===== config.mk =====
export PLATFORM = sky130hd
export DESIGN_NAME = qspi_burst_rd
export DESIGN_NICKNAME = d
export VERILOG_FILES = /design/src/rtl/qspi_rd_pkg.sv /design/src/rtl/qspi_rd_seq.sv /design/src/rtl/qspi_rd_hdr.sv /design/src/rtl/qspi_rd_asm.sv /design/src/rtl/qspi_burst_rd.sv
export SDC_FILE = /design/constraint.sdc
export NUM_CORES = 1
export LEC_CHECK = 0
export BUFFER_PORTS_ARGS = -buffer_cell sky130_fd_sc_hd__buf_2
export CORE_MARGIN = 4
export CORE_UTILIZATION = 50
export DETAILED_ROUTE_END_ITERATION = 8
export MAX_ROUTING_LAYER = met4
export PLACE_DENSITY = 0.77
export SKIP_LAST_GASP = 1
export SLEW_MARGIN = 5
export SYNTH_ARGS = -nofsm -noshare
export SYNTH_HDL_FRONTEND = slang
export SYNTH_SLANG_ARGS = --single-unit

===== constraint.sdc =====
create_clock -name clk_i -period 1.8 [get_ports clk_i]
set_input_delay 0.09 -clock clk_i [delete_from_list [all_inputs] [get_ports clk_i]]
set_output_delay 0.09 -clock clk_i [all_outputs]
set_load 0.02 [all_outputs]

===== src/rtl/qspi_rd_pkg.sv =====
package qspi_rd_pkg;
  localparam int NIB_W  = 4;
  localparam int BYTE_W = 8;

  typedef enum logic [2:0] {
    ST_IDLE,
    ST_CMD,
    ST_ADDR,
    ST_WAIT,
    ST_DATA,
    ST_GAP
  } st_e;
endpackage


===== src/rtl/qspi_rd_seq.sv =====
module qspi_rd_seq
  import qspi_rd_pkg::*;
#(
  parameter int ADDR_W    = 24,
  parameter int LEN_W     = 16,
  parameter int WAIT_CLKS = 6,
  parameter int GAP_CLKS  = 1
) (
  input  logic             clk_i,
  input  logic             rst_ni,
  input  logic             req_valid_i,
  input  logic [LEN_W-1:0] req_len_i,
  output logic             req_ready_o,
  output logic             start_o,
  output st_e              st_o
);
  localparam int CMD_CLKS  = BYTE_W / NIB_W;
  localparam int ADDR_CLKS = ADDR_W / NIB_W;
  localparam int MAX_A     = (ADDR_CLKS > WAIT_CLKS) ? ADDR_CLKS : WAIT_CLKS;
  localparam int MAX_B     = (MAX_A > GAP_CLKS) ? MAX_A : GAP_CLKS;
  localparam int MAX_C     = (MAX_B > CMD_CLKS) ? MAX_B : CMD_CLKS;
  localparam int CNT_W     = $clog2(MAX_C) + 1;
  localparam int NL_W      = LEN_W + 1;

  st_e              st_q;
  logic [CNT_W-1:0] cnt_q;
  logic [NL_W-1:0]  nib_left_q;

  assign req_ready_o = (st_q == ST_IDLE);
  assign start_o     = req_ready_o && req_valid_i && (req_len_i != '0);
  assign st_o        = st_q;

  always_ff @(posedge clk_i or negedge rst_ni) begin
    if (!rst_ni) begin
      st_q       <= ST_IDLE;
      cnt_q      <= '0;
      nib_left_q <= '0;
    end else begin
      cnt_q <= cnt_q + 1'b1;
      unique case (st_q)
        ST_IDLE: begin
          cnt_q <= '0;
          if (start_o) begin
            st_q       <= ST_CMD;
            nib_left_q <= {req_len_i, 1'b0};
          end
        end
        ST_CMD: if (cnt_q == CNT_W'(CMD_CLKS - 1)) begin
          st_q  <= ST_ADDR;
          cnt_q <= '0;
        end
        ST_ADDR: if (cnt_q == CNT_W'(ADDR_CLKS - 1)) begin
          st_q  <= ST_WAIT;
          cnt_q <= '0;
        end
        ST_WAIT: if (cnt_q == CNT_W'(WAIT_CLKS - 1)) begin
          st_q  <= ST_DATA;
          cnt_q <= '0;
        end
        ST_DATA: begin
          cnt_q      <= '0;
          nib_left_q <= nib_left_q - 1'b1;
          if (nib_left_q == NL_W'(1)) st_q <= ST_GAP;
        end
        ST_GAP: if (cnt_q == CNT_W'(GAP_CLKS - 1)) begin
          st_q  <= ST_IDLE;
          cnt_q <= '0;
        end
        default: st_q <= ST_IDLE;
      endcase
    end
  end
endmodule


===== src/rtl/qspi_rd_hdr.sv =====
module qspi_rd_hdr
  import qspi_rd_pkg::*;
#(
  parameter int               ADDR_W   = 24,
  parameter logic [BYTE_W-1:0] CMD_CODE = 8'hEB
) (
  input  logic              clk_i,
  input  logic              rst_ni,
  input  logic              load_i,
  input  logic              shift_i,
  input  logic [ADDR_W-1:0] addr_i,
  output logic [NIB_W-1:0]  nib_o
);
  localparam int HDR_W = BYTE_W + ADDR_W;

  logic [HDR_W-1:0] sreg_q;

  // command then address, most significant nibble leaves first
  always_ff @(posedge clk_i or negedge rst_ni) begin
    if (!rst_ni)      sreg_q <= '0;
    else if (load_i)  sreg_q <= {CMD_CODE, addr_i};
    else if (shift_i) sreg_q <= {sreg_q[HDR_W-NIB_W-1:0], {NIB_W{1'b0}}};
  end

  assign nib_o = sreg_q[HDR_W-1 -: NIB_W];
endmodule


===== src/rtl/qspi_rd_asm.sv =====
module qspi_rd_asm
  import qspi_rd_pkg::*;
(
  input  logic              clk_i,
  input  logic              rst_ni,
  input  logic              en_i,
  input  logic [NIB_W-1:0]  sio_i,
  output logic              valid_o,
  output logic [BYTE_W-1:0] data_o
);
  logic             lo_phase_q;
  logic [NIB_W-1:0] hi_q;

  always_ff @(posedge clk_i or negedge rst_ni) begin
    if (!rst_ni) begin
      lo_phase_q <= 1'b0;
      hi_q       <= '0;
      valid_o    <= 1'b0;
      data_o     <= '0;
    end else begin
      valid_o <= 1'b0;
      if (!en_i) begin
        lo_phase_q <= 1'b0;
      end else begin
        lo_phase_q <= ~lo_phase_q;
        if (!lo_phase_q) begin
          hi_q <= sio_i;
        end else begin
          data_o  <= {hi_q, sio_i};
          valid_o <= 1'b1;
        end
      end
    end
  end
endmodule


===== src/rtl/qspi_burst_rd.sv =====
module qspi_burst_rd
  import qspi_rd_pkg::*;
#(
  parameter int               ADDR_W    = 24,
  parameter int               LEN_W     = 16,
  parameter logic [BYTE_W-1:0] CMD_CODE  = 8'hEB,
  parameter int               WAIT_CLKS = 6,
  parameter int               GAP_CLKS  = 1
) (
  input  logic              clk_i,
  input  logic              rst_ni,
  input  logic              req_valid_i,
  output logic              req_ready_o,
  input  logic [ADDR_W-1:0] req_addr_i,
  input  logic [LEN_W-1:0]  req_len_i,
  output logic              cs_no,
  output logic              sck_en_o,
  output logic [NIB_W-1:0]  sio_o,
  output logic              sio_oe_o,
  input  logic [NIB_W-1:0]  sio_i,
  output logic              rd_valid_o,
  output logic [BYTE_W-1:0] rd_data_o
);
  st_e  st;
  logic start;
  logic hdr_phase;
  logic active;

  qspi_rd_seq #(
    .ADDR_W   (ADDR_W),
    .LEN_W    (LEN_W),
    .WAIT_CLKS(WAIT_CLKS),
    .GAP_CLKS (GAP_CLKS)
  ) i_seq (
    .clk_i      (clk_i),
    .rst_ni     (rst_ni),
    .req_valid_i(req_valid_i),
    .req_len_i  (req_len_i),
    .req_ready_o(req_ready_o),
    .start_o    (start),
    .st_o       (st)
  );

  assign hdr_phase = (st == ST_CMD) || (st == ST_ADDR);
  assign active    = hdr_phase || (st == ST_WAIT) || (st == ST_DATA);

  qspi_rd_hdr #(
    .ADDR_W  (ADDR_W),
    .CMD_CODE(CMD_CODE)
  ) i_hdr (
    .clk_i  (clk_i),
    .rst_ni (rst_ni),
    .load_i (start),
    .shift_i(hdr_phase),
    .addr_i (req_addr_i),
    .nib_o  (sio_o)
  );

  qspi_rd_asm i_asm (
    .clk_i  (clk_i),
    .rst_ni (rst_ni),
    .en_i   (st == ST_DATA),
    .sio_i  (sio_i),
    .valid_o(rd_valid_o),
    .data_o (rd_data_o)
  );

  assign cs_no    = ~active;
  assign sck_en_o = active;
  assign sio_oe_o = hdr_phase;
endmodule


# [After elaboration in Yosys (flattened, before gate mapping)]
# Index checks and enable logic that the tools add are counted.
[classes] n_mux=18 n_addsub=2 eq_ne=14 n_reduce_logical=16 bitwise=2
[ops] operator="$mux 32" count=2
[ops] operator="$pmux 17 s2" count=1
[ops] operator="$mux 3" count=6
[ops] operator="$pmux 3 s6" count=1
[ops] operator="$eq 17x1->1 const B" count=1
[ops] operator="$mux 17" count=1
[ops] operator="$sub 17x1->17 const B" count=1
[ops] operator="$pmux 4 s4" count=1
[ops] operator="$reduce_bool 16->1" count=1
[ops] operator="$mux 4" count=3
[ops] operator="$ne 2x1->1 const B" count=5
[ops] operator="$eq 3x2->1 const B" count=2
[ops] operator="$eq 3x3->1 const B" count=2
[ops] operator="$reduce_and 2->1" count=3
[ops] operator="$reduce_and 6->1" count=1
[ops] operator="$add 4x1->4 const B" count=1
[ops] operator="$eq 4x1->1 const B" count=1
[ops] operator="$eq 4x3->1 const B" count=1
[ops] operator="$logic_not 4->1" count=1
[ops] operator="$reduce_bool 2->1" count=2
[ops] operator="$reduce_or 2->1" count=2
[ops] operator="$eq 3x1->1 const B" count=1
[ops] operator="$logic_not 3->1" count=1
[ops] operator="$logic_or 1x1->1" count=3
[ops] operator="4 further kinds" count=8
[word_totals] elab_cells=60 in_bits=47 ff_bits=70 out_inout_bits=17

# [Longest topological paths before layout]
[logic_depth] ltp_word=5 ltp_mapped=9 mapped_depth_nobuf=7

# [By module]
# A second synthesis with hierarchy kept.
[hier_totals] cells_unflattened=335 hier_area_um2=3522.1
[by_module_without_submodules] mod="qspi_rd_seq" seq_area_each_um2=600.6 instances=1 area_per_inst_um2=1491.4 cells_per_inst=165
[by_module_without_submodules] mod="qspi_rd_hdr" seq_area_each_um2=800.8 instances=1 area_per_inst_um2=1458.9 cells_per_inst=134
[by_module_without_submodules] mod="qspi_rd_asm" seq_area_each_um2=350.3 instances=1 area_per_inst_um2=528.0 cells_per_inst=30
[by_module_without_submodules] mod="qspi_burst_rd" seq_area_each_um2=0.0 instances=1 area_per_inst_um2=43.8 cells_per_inst=6

# [Least setup slack after synthesis]
# Ideal clock, no wire load.
[synth_path] kind="register to register" from="reg i_seq.st_q[0], in the netlist i_seq.st_o[0]" to="reg i_hdr.sreg_q[15]" setup_slack_ns=-0.299 setup_time_ns=0.066 t_required_ns=1.734 t_arrival_ns=2.033 synth_period_minus_slack_ns=2.099 path_stages_with_launch=8 path_buffers=3 cell_sequence="dfrtp_1 clkbuf_1 nor3_1 and3_1 clkbuf_1 clkbuf_1 a22oi_1 nand2_1"
[synth_between] elab_chain_cells=4 elab_cells_between_ends=8 classes_between="2 x eq/ne; 1 x mux; 5 x reduce/logical"
[synth_rtl] item="from (decl)" line="qspi_rd_seq.sv:25" source="st_e st_q;"
[synth_rtl] item="from (signal assigned)" line="qspi_rd_seq.sv:35" source="st_q <= ST_IDLE;"
[synth_rtl] item="from (signal assigned)" line="qspi_rd_seq.sv:44" source="st_q <= ST_CMD;"
[synth_rtl] item="from (signal assigned)" line="qspi_rd_seq.sv:49" source="st_q <= ST_ADDR;"
[synth_rtl] item="$logic_not 3->1 (*)" line="qspi_rd_seq.sv:29" source="assign req_ready_o = (st_q == ST_IDLE);"
[synth_rtl] item="via req_ready_o" line="qspi_burst_rd.sv:13" source="output logic req_ready_o,"
[synth_rtl] item="$logic_and 1x1->1 (*) (2 in series)" line="qspi_rd_seq.sv:30" source="assign start_o = req_ready_o && req_valid_i && (req_len_i != '0);"
[synth_rtl] item="$mux 32 / $reduce_bool 2->1 (equally long branches)"
[synth_rtl] item="to (signal assigned)" line="qspi_rd_hdr.sv:21" source="else if (load_i) sreg_q <= {CMD_CODE, addr_i};"
[synth_rtl] item="to (signal assigned)" line="qspi_rd_hdr.sv:22" source="else if (shift_i) sreg_q <= {sreg_q[HDR_W-NIB_W-1:0], {NIB_W{1'b0}}};"
[synth_rtl] item="to (decl)" line="qspi_rd_hdr.sv:16" source="logic [HDR_W-1:0] sreg_q;"
# Mark *: on every way through the listed nets, which the timed path passes. The rest lies on a longest branch.
# A chain may end at the register's enable or synchronous reset.

# [Final worst setup path]
[layout_path] from="reg i_seq.nib_left_q[9]" to="reg i_seq.nib_left_q[15]"
[layout_between] elab_chain_cells=2
[layout_rtl] item="from (decl)" line="qspi_rd_seq.sv:27" source="logic [NL_W-1:0] nib_left_q;"
[layout_rtl] item="from (signal assigned)" line="qspi_rd_seq.sv:45" source="nib_left_q <= {req_len_i, 1'b0};"
[layout_rtl] item="from (signal assigned)" line="qspi_rd_seq.sv:62" source="nib_left_q <= nib_left_q - 1'b1;"
[layout_rtl] item="$sub 17x1->17" line="qspi_rd_seq.sv:62"
[layout_rtl] item="$pmux 17 s2" line="qspi_rd_seq.sv:40" source="unique case (st_q)"
# Every way passes these cells.

==> summary.txt <==
Outcome
  • Status: finished with violations
  • Failing checks: negative setup slack

Placement
  • Routability cong.: 0.902
  • DP Area: 3920 sq um
  • DP Worst Slack: -0.202 ns
  • Placed insts: 496
  • Post-detail-place hpwl: 5500 um
  • IO Port Bufs: 63

Timing
  • Slew headroom: 60.0%
  • Setup TNS: -0.307 ns
  • Worst Slack Setup Final: -0.150 ns
  • Final setup vio count: 3
  • RSZ-0062 raised after global routing: yes
  • Final period util: 108%
  • Hold Vio Cnt, Final: 0
  • Final Critical Period: 1.95 ns
  • Worst Tran Pin Value: 0.594 ns
  • Final Skew: 0.0106 ns
  • Peak Freq: 513 MHz
  • Final Max Tran Viols: 0

Final layout
  • Share of cells above drive strength 1: 26.9%
  • Multi-input logic area: 1520 sq um
  • Fillers: 456
  • N_diodes: 0
  • Post-route cell area: 4510 sq um
  • Synth-to-Final Area Change: 34.2%
  • Sequential Area: 1750 sq um
  • # nets final: 515
  • Final std cells w/o fill: 545

Power
  • Switching Fraction: 22.3%
  • Pleak: 2.25 nW
  • Clock power frac: 45.1%
  • Reg power frac: 49.4%
  • Combinational power share: 5.5%
  • Pwr dens: 715 nW/um^2
  • Sw Pwr: 0.000720 W
  • Pint: 0.00250 W
  • VDD IR max: 0.000706 V

Min path
  • Hold path start: req_addr_i[11]
  • Hold-critical path depth: 3
  • Hold endpoint: i_hdr.sreg_q[11]
  • Hold WC Path Type: in -> reg

Clock network
  • Clock Tree Root: clkbuf_8
  • Clk sink count: 70
  • Clock Path Buffers: 2
  • TritonCTS buffer count: 9
  • Worst skew pair latency: 0.35 ns
  • CTS tree: built
  • Clk pin slew, worst setup/hold paths: 0.08 ns
  • CTS H-tree depth: 3

Synth
  • Distinct cell type count of the synthesized netlist: 48
  • EDFF count, synth: 0
  • Ys async rst share: 100%
  • Syn avg cell area: 9.55 sq um
  • Yosys warns: 0
  • Sequential area share after synthesis: 52.1%
  • Syn nets: 404
  • Most used DFF post-synth: dfrtp_1
  • Flops & latches, synth: 70
  • Post-synthesis cell count: 352
  • Mapped Area: 3360 sq um

Worst setup path
  • WS Path Type: reg -> reg
  • CP Capture Type: flop
  • Worst path cell trace: or4_4 > or3_4 > nor4_4 > mux2i_1 > o221a_2
  • Crit-path leading delay family: simple AND/OR/NAND/NOR gates
  • RR Endpoint: i_seq.nib_left_q[15]
  • R2R Path Start: i_seq.nib_left_q[9]
  • Crit path largest cell delay: 0.53 ns
  • Crit path max fanout: 3
  • Startpoint Class: flop
  • Worst path slowest cell: or4_4
  • FF-to-FF path depth: 5
  • CP Buf/Inv Count: 0
  • CP Data Required Time: 2.09 ns
  • Crit path DAT: 2.24 ns
  • Setup slack, reg-to-reg: -0.15 ns

Global route
  • GRT Total Usage: 22.3%
  • Largest net degree at the start of global routing: 71
  • Number of global-route vias before repair: 3031
  • Initial antenna violation count: 0
  • Grt total ovfl: 0
  • Global-route wire length before repair: 14300 um

Floorplanning
  • Core ar.: 6420 sq um
  • Die X: 90.0 um
  • # rows: 29
  • Starting Density: 52.3%
  • DIE AREA: 8100 sq um
  • Die height: 90.0 um
  • Ports: 64

Detailed routing
  • Vias per Instance: 5.67
  • Via count: 3088
  • Detail Route Antenna Nets: 0
  • DRC errors left: 0
  • Drt total wl: 8490 um
  • DRT iter0 DRCs: 226
  • Wire length per cell: 15.6 um
  • Detailed Routing Iterations Pass 1: 5

Flow run
  • Max Cap Violations: 0
==> power by group through the flow <==
stage               logic [W]  clock network (W)  registers, W
detailed placement   0.000132                  0       0.00162
finish               0.000178            0.00145       0.00159
global route         0.000194            0.00154       0.00159
global placement     0.000130                  0       0.00162
floorplan           0.0000123                  0       0.00163
CTS                  0.000178            0.00147       0.00159
==> registers in the layout, indices dropped and copies added (netlist names) <==
register and count:
i_seq.nib_left_q 17, i_seq.st_o 3, i_asm.hi_q 4, i_seq.cnt_q 4, i_asm.valid_o 1, i_asm.data_o 8, i_hdr.sreg_q 32, i_asm.lo_phase_q 1
==> through the flow <==
| stage | hold WS, ns | util [%] | power [W] |
|---|---|---|---|
| 2_1_floorplan | -0.206 | - | 0.00165 |
| 3_3_place_gp | 0.140 | 61.1 | 0.00175 |
| 3_5_place_dp | 0.141 | 61.1 | 0.00175 |
| 4_1_cts | 0.000362 | 69.2 | 0.00324 |
| 5_1_grt | 0.0147 | 70.2 | 0.00333 |
| 6_report | 0.000917 | 70.2 | 0.00322 |
==> logic make-up after synthesis <==
| kind of cell | after synthesis | synth area share [%] |
|---|---|---|
| AOI/OAI and AO/OA | 62 | 13.1 |
| and+or+nand+nor | 162 | 22.5 |
| xor gates and xnor gates | 4 | 1.04 |
| muxes | 15 | 4.91 |
| adders and majority gates | 5 | 1.86 |
| buffers and inverters | 34 | 4.47 |
| DFF | 70 | 52.1 |
==> metal layers <==
| layer | track usage (%) | vias up | share of wire (%) |
|---|---|---|---|
| met2 | 33.8 | 114 | 48 |
| met3 | 5.01 | 24 | 5.6 |
| li1 | - | 1466 | - |
| met5 | - | - | 0 |
| met1 | 29.5 | 1484 | 44 |
| met4 | 8.67 | 0 | 2.7 |
==> synthesized netlist by cell type, types with 3 or more instances <==
cell      count  share of area (%)
nand2_1      83                9.3
o21ai_0       3               0.45
nor4_1        7                1.3
nand3_1      20                3.0
a21oi_1      11                1.6
nor3_1        7                1.0
a22oi_1      17                3.8
or4_1         3               0.67
and2_1        3               0.56
buf_4         4               0.89
mux2_1       12                4.0
inv_1        10                1.1
nor2b_1       4               0.74
buf_2         6               0.89
dfrtp_1      70                 52
a31oi_1       7                1.3
clkbuf_1     12                1.3
ha_1          5                1.9
nor2_1       23                2.6
mux2i_1       3               0.89
o21ai_1       4               0.60
==> timing repair <==
action	in CTS	in global routing
setup buffers	1	5
gates resized for setup	3	8
endpoints found under the setup margin	4	21
endpoints found under the hold margin	100	0
pin swaps	2	2
hold buffers	27	0
==> layout make-up <==
type                            count  area share (%)
Inverter                           11           0.916
Clock buffer                       10            3.05
Timing Repair Buffer              123            19.4
Tap cell                           77            2.14
Multi-Input combinational cell    248            33.6
Sequential cell                    70            38.8
Clock inverter                      6            2.05
==> worst max-delay path by stage <==
stage                          from                   end  cells after the start
6_report        i_seq.nib_left_q[9]  i_seq.nib_left_q[15]                      5
5_1_grt        i_seq.nib_left_q[10]  i_seq.nib_left_q[15]                      5
4_1_cts        i_seq.nib_left_q[10]  i_seq.nib_left_q[15]                      5
3_5_place_dp   i_seq.nib_left_q[10]  i_seq.nib_left_q[15]                      5
3_3_place_gp   i_seq.nib_left_q[10]  i_seq.nib_left_q[15]                      5
2_1_floorplan   i_seq.nib_left_q[7]  i_seq.nib_left_q[15]                      5
==> cell usage in the layout (no fill, tap or decap), types with 3 or more instances in the layout <==
cell type,netlist,final
nand2_1,83,83
dfrtp_1,70,70
buf_2,6,63
buf_4,4,29
dlygate4sd3_1,0,27
nor2_1,23,21
nand3_1,20,20
a22oi_1,17,17
mux2_1,12,12
inv_1,10,10
a21oi_1,11,10
clkbuf_8,0,10
nor4_1,7,7
a31oi_1,7,7
nor3_1,7,6
o21ai_1,4,5
ha_1,5,5
and2_1,3,3
or4_4,0,3
nor4_4,1,3
nor2b_1,4,3
mux2i_1,3,3
buf_12,0,3
==> worst min-delay path: cells and delay by family <==
| kind | cells | cell delay, ns |
|---|---|---|
| compound gates | 1 | 0.07 |
| buf+inv | 1 | 0.08 |
| simple gates | 1 | 0.06 |
Power figures use the tool's default switching activity.
